**src/rtl/idma_pkg.sv**
```systemverilog
package idma_pkg;
  typedef enum logic [2:0] {
    ST_IDLE = 3'd0,
    ST_ARB  = 3'd1,
    ST_PTR  = 3'd2,
    ST_DAT  = 3'd3,
    ST_WR   = 3'd4
  } seq_state_t;

  // Source stride: one pointer word in indirect mode, one byte otherwise.
  function automatic logic [2:0] src_step(input logic indirect);
    return indirect ? 3'd4 : 3'd1;
  endfunction
endpackage

```
**src/rtl/idma_regs.sv**
```systemverilog
module idma_regs
  import idma_pkg::*;
#(
  parameter int ADDR_W = 32,
  parameter int CNT_W  = 16
) (
  input  logic              clk,
  input  logic              rst_n,
  input  logic              reg_wr,
  input  logic [1:0]        reg_sel,
  input  logic [31:0]       reg_wdata,
  input  logic              xfer_done,
  output logic [ADDR_W-1:0] src_q,
  output logic [ADDR_W-1:0] dst_q,
  output logic [CNT_W-1:0]  cnt_q,
  output logic              ch_en,
  output logic              indirect,
  output logic              irq_en,
  output logic              te_q
);
  function automatic logic [CNT_W-1:0] count_after(input logic [CNT_W-1:0] c);
    return (c == '0) ? '0 : c - CNT_W'(1);
  endfunction

  function automatic logic last_one(input logic [CNT_W-1:0] c);
    return c == CNT_W'(1);
  endfunction

  logic unused_wbits;
  assign unused_wbits = &{reg_wdata[31:CNT_W], reg_wdata[31:4]};

  always_ff @(posedge clk) begin
    if (!rst_n) begin
      src_q    <= '0;
      dst_q    <= '0;
      cnt_q    <= '0;
      ch_en    <= 1'b0;
      indirect <= 1'b0;
      irq_en   <= 1'b0;
      te_q     <= 1'b0;
    end else if (reg_wr) begin
      case (reg_sel)
        2'd0: src_q <= reg_wdata[ADDR_W-1:0];
        2'd1: dst_q <= reg_wdata[ADDR_W-1:0];
        2'd2: cnt_q <= reg_wdata[CNT_W-1:0];
        default: begin
          ch_en    <= reg_wdata[0];
          indirect <= reg_wdata[1];
          irq_en   <= reg_wdata[2];
          if (!reg_wdata[3]) te_q <= 1'b0;
        end
      endcase
    end else if (xfer_done) begin
      src_q <= src_q + ADDR_W'(src_step(indirect));
      cnt_q <= count_after(cnt_q);
      if (last_one(cnt_q)) te_q <= 1'b1;
    end
  end

  // a completed transfer lowers the count by exactly one
  assert_count_step_R7: assert property (@(posedge clk) disable iff (!rst_n)
    (xfer_done && !reg_wr && cnt_q != '0) |=> cnt_q == $past(cnt_q) - CNT_W'(1));

  // the end flag only rises together with an empty count
  assert_te_at_zero_R8: assert property (@(posedge clk) disable iff (!rst_n)
    $rose(te_q) |-> cnt_q == '0);

  // the source moves by the stride of the mode in force
  assert_src_stride_R6: assert property (@(posedge clk) disable iff (!rst_n)
    (xfer_done && !reg_wr) |=>
      (src_q - $past(src_q)) == ($past(indirect) ? ADDR_W'(4) : ADDR_W'(1)));
endmodule

```
**src/rtl/idma_seq.sv**
```systemverilog
module idma_seq
  import idma_pkg::*;
#(
  parameter int ADDR_W = 32,
  parameter int CNT_W  = 16
) (
  input  logic              clk,
  input  logic              rst_n,
  input  logic              dreq,
  input  logic              glb_en,
  input  logic              ch_en,
  input  logic              indirect,
  input  logic [ADDR_W-1:0] src_q,
  input  logic [ADDR_W-1:0] dst_q,
  input  logic [CNT_W-1:0]  cnt_q,
  output logic              bus_req,
  input  logic              bus_gnt,
  output logic              mem_valid,
  input  logic              mem_ready,
  output logic [ADDR_W-1:0] mem_addr,
  output logic              mem_size,
  output logic              mem_we,
  output logic [7:0]        mem_wdata,
  input  logic [31:0]       mem_rdata,
  output logic              xfer_done
);
  seq_state_t        state_q, state_d;
  logic              pending_q;
  logic [ADDR_W-1:0] ptr_q;
  logic [7:0]        byte_q;
  logic              enabled, accept, start, hs;

  assign enabled = glb_en && ch_en && (cnt_q != '0);
  assign accept  = dreq && enabled;
  assign start   = (state_q == ST_IDLE) && pending_q && enabled;
  assign hs      = mem_valid && mem_ready;

  always_comb begin
    state_d = state_q;
    unique case (state_q)
      ST_IDLE: if (start)   state_d = ST_ARB;
      ST_ARB:  if (bus_gnt) state_d = indirect ? ST_PTR : ST_DAT;
      ST_PTR:  if (hs)      state_d = ST_DAT;
      ST_DAT:  if (hs)      state_d = ST_WR;
      ST_WR:   if (hs)      state_d = ST_IDLE;
      default:              state_d = ST_IDLE;
    endcase
  end

  always_ff @(posedge clk) begin
    if (!rst_n) begin
      state_q   <= ST_IDLE;
      pending_q <= 1'b0;
      ptr_q     <= '0;
      byte_q    <= '0;
    end else begin
      state_q   <= state_d;
      pending_q <= (pending_q && !start) || accept;
      if (state_q == ST_PTR && hs) ptr_q  <= mem_rdata[ADDR_W-1:0];
      if (state_q == ST_DAT && hs) byte_q <= mem_rdata[7:0];
    end
  end

  always_comb begin
    mem_addr = dst_q;
    case (state_q)
      ST_PTR:  mem_addr = src_q;
      ST_DAT:  mem_addr = indirect ? ptr_q : src_q;
      default: mem_addr = dst_q;
    endcase
  end

  assign bus_req   = (state_q != ST_IDLE);
  assign mem_valid = (state_q == ST_PTR) || (state_q == ST_DAT) || (state_q == ST_WR);
  assign mem_size  = (state_q == ST_PTR);
  assign mem_we    = (state_q == ST_WR);
  assign mem_wdata = byte_q;
  assign xfer_done = (state_q == ST_WR) && mem_ready;

  // no access goes out without the bus grant
  assert_granted_access_R9: assert property (@(posedge clk) disable iff (!rst_n)
    mem_valid |-> bus_gnt);

  // the bus is only released right after a completed write
  assert_release_after_write_R9: assert property (@(posedge clk) disable iff (!rst_n)
    $fell(bus_req) |-> $past(xfer_done));

  // writes are byte-wide and aimed at the destination register
  assert_write_target_R5: assert property (@(posedge clk) disable iff (!rst_n)
    (mem_valid && mem_we) |-> (mem_addr == dst_q && !mem_size));

  // a pointer fetch is always followed by the data read
  assert_ptr_then_data_R4: assert property (@(posedge clk) disable iff (!rst_n)
    (mem_valid && mem_size && mem_ready) |=> (mem_valid && !mem_we && !mem_size));
endmodule

```
**src/rtl/idma_channel.sv**
```systemverilog
module idma_channel
  import idma_pkg::*;
#(
  parameter int ADDR_W = 32,
  parameter int CNT_W  = 16
) (
  input  logic              clk,
  input  logic              rst_n,
  input  logic              glb_en,
  input  logic              reg_wr,
  input  logic [1:0]        reg_sel,
  input  logic [31:0]       reg_wdata,
  input  logic              dreq,
  output logic              bus_req,
  input  logic              bus_gnt,
  output logic              mem_valid,
  input  logic              mem_ready,
  output logic [ADDR_W-1:0] mem_addr,
  output logic              mem_size,
  output logic              mem_we,
  output logic [7:0]        mem_wdata,
  input  logic [31:0]       mem_rdata,
  output logic              busy,
  output logic [ADDR_W-1:0] src_addr,
  output logic [CNT_W-1:0]  xfer_count,
  output logic              te_flag,
  output logic              irq
);
  logic [ADDR_W-1:0] src_q, dst_q;
  logic [CNT_W-1:0]  cnt_q;
  logic              ch_en, indirect, irq_en, te_q, xfer_done;

  idma_regs #(.ADDR_W(ADDR_W), .CNT_W(CNT_W)) u_regs (
    .clk(clk), .rst_n(rst_n), .reg_wr(reg_wr), .reg_sel(reg_sel),
    .reg_wdata(reg_wdata), .xfer_done(xfer_done), .src_q(src_q),
    .dst_q(dst_q), .cnt_q(cnt_q), .ch_en(ch_en), .indirect(indirect),
    .irq_en(irq_en), .te_q(te_q)
  );

  idma_seq #(.ADDR_W(ADDR_W), .CNT_W(CNT_W)) u_seq (
    .clk(clk), .rst_n(rst_n), .dreq(dreq), .glb_en(glb_en), .ch_en(ch_en),
    .indirect(indirect), .src_q(src_q), .dst_q(dst_q), .cnt_q(cnt_q),
    .bus_req(bus_req), .bus_gnt(bus_gnt), .mem_valid(mem_valid),
    .mem_ready(mem_ready), .mem_addr(mem_addr), .mem_size(mem_size),
    .mem_we(mem_we), .mem_wdata(mem_wdata), .mem_rdata(mem_rdata),
    .xfer_done(xfer_done)
  );

  assign busy       = bus_req;
  assign src_addr   = src_q;
  assign xfer_count = cnt_q;
  assign te_flag    = te_q;
  assign irq        = te_q && irq_en;

  // interrupt never without the end flag
  assert_irq_needs_te_R8: assert property (@(posedge clk) disable iff (!rst_n)
    irq |-> te_flag);
endmodule

```
**config.mk**
```make
export PLATFORM = sky130hd
export DESIGN_NAME = idma_channel
export DESIGN_NICKNAME = d
export VERILOG_FILES = /design/src/rtl/idma_pkg.sv /design/src/rtl/idma_regs.sv /design/src/rtl/idma_seq.sv /design/src/rtl/idma_channel.sv
export SDC_FILE = /design/constraint.sdc
export NUM_CORES = 1
export LEC_CHECK = 0
export ABC_AREA = 1
export BUFFER_PORTS_ARGS = -buffer_cell sky130_fd_sc_hd__buf_4
export CELL_PAD_IN_SITES_DETAIL_PLACEMENT = 0
export CELL_PAD_IN_SITES_GLOBAL_PLACEMENT = 1
export CORE_MARGIN = 5
export CORE_UTILIZATION = 34
export DETAILED_ROUTE_END_ITERATION = 16
export GPL_TIMING_DRIVEN = 0
export MAX_ROUTING_LAYER = met4
export PLACE_DENSITY_LB_ADDON = 0.25
export SYNTH_ARGS = -nofsm -noshare
export SYNTH_HDL_FRONTEND = slang
export SYNTH_SLANG_ARGS = --single-unit
export TNS_END_PERCENT = 5
```
**constraint.sdc**
```tcl
create_clock -name clk -period 1.69 [get_ports clk]
set_input_delay 0.0845 -clock clk [delete_from_list [all_inputs] [get_ports clk]]
set_output_delay 0.0845 -clock clk [all_outputs]
set_load 0.02 [all_outputs]
```
==> run metrics <==
Area Overhead vs Synth=55.0%; WL/cell=18.0 µm; most frequent cells in the layout=nand2_1 (181), buf_4 (166), nor2_1 (163), dfxtp_1 (119), a21oi_1 (111); Tmin final=1.87 ns; Layout Cells excl Fill=1,619; highest clock rate=534 MHz; via count=8,366; worst r2r path cells=13; Die Area=23,500 µm²; WS Path Type=reg -> out; Hold Startpoint=reg_wdata[31]; worst hold path type=in -> reg; antenna violations before repair=0; cell area after layout=10,800 µm²; synth warn=0; Initial DRC Count=533; worst reg2reg setup slack=-0.10 ns; Die H=153 µm; first-pass GRT wire length=44.2 mm; Worst EP required=1.61 ns; clk_skew=0.0109 ns; Hold Slack=0.00624 ns; Inst Count DP=1,515; PnR worst setup slack=-0.183 ns; Antenna diodes=0; number of global-route vias before repair=7,923; worst r2r dst=u_regs.src_q[18]$_SDFFE_PN0P_; global-route usage over all layers=24.8%; Synth Area per Inst=6.45 µm²; DR DRC count=0; DR vias/cell=5.17; Clock Sinks=128; critical path fanouts, max=8; Fin Setup TNS=-5.11 ns; core area=20,200 µm²; maximum vdd drop=0.859 mV; endpoints failing setup=48; failing checks=negative setup slack; Final HPWL DP=22.0 mm; RSZ-0062 raised after global routing=true; H-tree levels=4; Tcrit/Tclk final=111%; startpoint types=flip-flop; register area=2580 µm²; max-slew violations=0; Clock Pin Slew Worst Setup and Hold Paths=0.06 ns; Netlist Area Pre-Place=6970 µm²; post-route ant nets=0; total gr overflow=0; PD cells=1070 nW/µm²; Post-Synthesis Cells=1,080; met3 wire length=2.13 mm; Pleak=4.40 nW; register bit total from synthesis=128; Layout Nets=1,417; row count=52; RR Startpoint=u_regs.indirect$_SDFFE_PN0P_; clk_lat worst skew=0.43 ns; relative slew slack=49.4%; uppermost layer routed=met4; Tightest Pin Transition=0.759 ns; WHS Endpoint=u_regs.dst_q[31]$_SDFFE_PN0P_; crit end category=output pin; CTS tree=built; crit path DAT=1.79 ns; Clock Tree Buf Depth=2; final hold violation count=0; CTS buffer count=17; I/O Buffers=165; drt pass-1 iters=6; metal2 WL=13.8 mm; GPL Wtd Cong=0.949; status=finished, violations left; Met1 Wirelength=12.6 mm; Die Wd=153 µm; most common cell after layout, fill and taps aside=nand2_1; ratio of cells with drive above 1 in the final layout=25.8%; clock root buffer=clkbuf_16; Area after DPL=8560 µm²; Distinct cells, synth=33; Ports=168; area occupied by multi-input gates=4410 µm²; Synth Net Count=1,159; Layout fillers=2,003; total wire length=29.2 mm; Worst Hold Depth=3; Seq/Total Area, Yosys=36.8%; Initial Utilization=34.4%; max_cap viols=0; largest net degree at the start of global routing=17
[stage by stage]
stage	setup slack, ns	utilization [%]	total power [mW]
6_report	-0.183	53.4	11.6
5_1_grt	-0.238	53.4	12.1
3_5_place_dp	-0.489	42.3	6.45
2_1_floorplan	0.0137	-	5.29
4_1_cts	-0.165	51.7	11.3
3_3_place_gp	-0.479	42.3	6.44
[worst max-delay path, stage by stage, from the launching register on]
cell       delay [ns]
dfxtp_4          0.37
inv_4            0.08
nand3_4          0.10
inv_4            0.09
a21oi_4          0.04
buf_12           0.15
clkbuf_16        0.17
o221ai_4         0.20
buf_6            0.16
[repair_timing]
item / 4_1_cts / 5_1_grt
setup endpoints to repair: 62 / 110
endpoints found under the hold margin: 80 / 0
hold buffers: 59 / 0
gates cloned: 2 / 1
buffers inserted: 3 / 10
gates resized for setup: 142 / 71
pin swaps: 6 / 15
[cell usage after synthesis, drive strengths merged]
cell	n	area share [%]
or2	1	0.090
inv	117	6.3
clkbuf	34	1.8
dfxtp	128	37
o211ai	1	0.11
nand3b	1	0.11
nand4	4	0.36
o21bai	2	0.22
xor2	8	1.0
ha	6	1.1
nor2	179	9.9
o221ai	32	4.0
a21oi	123	8.9
nand2	193	10
nor3b	1	0.18
nor3	4	0.45
nand3	102	7.5
a31oi	2	0.27
o21ai	113	8.1
buf	26	2.1
a21o	2	0.22
xnor2	1	0.13
[routing by layer]
layer	GRT usage [%]	vias up
met4	7.51	0
met5	-	-
met1	32.5	3930
li1	-	4094
met3	4.50	39
met2	39.0	303
[power breakdown]
| group | leakage, nW | internal (mW) | switching (mW) |
|---|---|---|---|
| Sequential | 1.05 | 3.32 | 0.261 |
| Clock | 0.277 | 2.27 | 1.46 |
| Combinational | 3.07 | 1.74 | 2.53 |
[worst max path at each step]
stage / start / to / slack [ns] / depth (start not counted)
2_1_floorplan: u_regs.src_q[2]$_SDFFE_PN0P_ / u_regs.src_q[21]$_SDFFE_PN0P_ / 0.01 / 10
3_3_place_gp: u_regs.indirect$_SDFFE_PN0P_ / u_regs.src_q[21]$_SDFFE_PN0P_ / -0.48 / 12
3_5_place_dp: u_regs.indirect$_SDFFE_PN0P_ / u_regs.src_q[21]$_SDFFE_PN0P_ / -0.49 / 12
4_1_cts: u_seq.state_q[2]$_SDFFE_PN0P_ / mem_addr[15] / -0.17 / 8
5_1_grt: u_seq.state_q[0]$_SDFFE_PN0P_ / mem_addr[15] / -0.24 / 8
6_report: u_seq.state_q[0]$_SDFFE_PN0P_ / mem_addr[15] / -0.18 / 8
[cell type report]
class / instances / area share [%]
Multi-Input combinational cell: 775 / 40.8
Sequential cell: 128 / 23.9
Timing Repair Buffer: 239 / 19.0
Clock buffer: 21 / 4.35
Inverter: 117 / 4.27
Buffer: 60 / 3.57
Tap cell: 270 / 3.13
Clock inverter: 9 / 1.02
[sequential cells by signal, indices dropped and copies added (netlist names)]
register,cells
u_regs.cnt_q,16
u_regs.dst_q,32
u_regs.ch_en,1
u_regs.src_q,32
u_regs.indirect,1
u_regs.irq_en,1
u_seq.ptr_q,32
u_regs.te_q,1
u_seq.state_q,3
u_seq.mem_wdata,8
u_seq.pending_q,1
[kinds of logic (layout without fill, tap and decap cells)]
family	count (synthesis)	after routing	share of synthesized area, %
fa+ha+maj	6	6	1.08
buf+inv	177	446	10.2
flops	128	128	36.8
simple gates	485	485	29.0
xor+xnor	9	9	1.13
compound gates	275	275	21.8
Power figures use the tool's default switching activity.
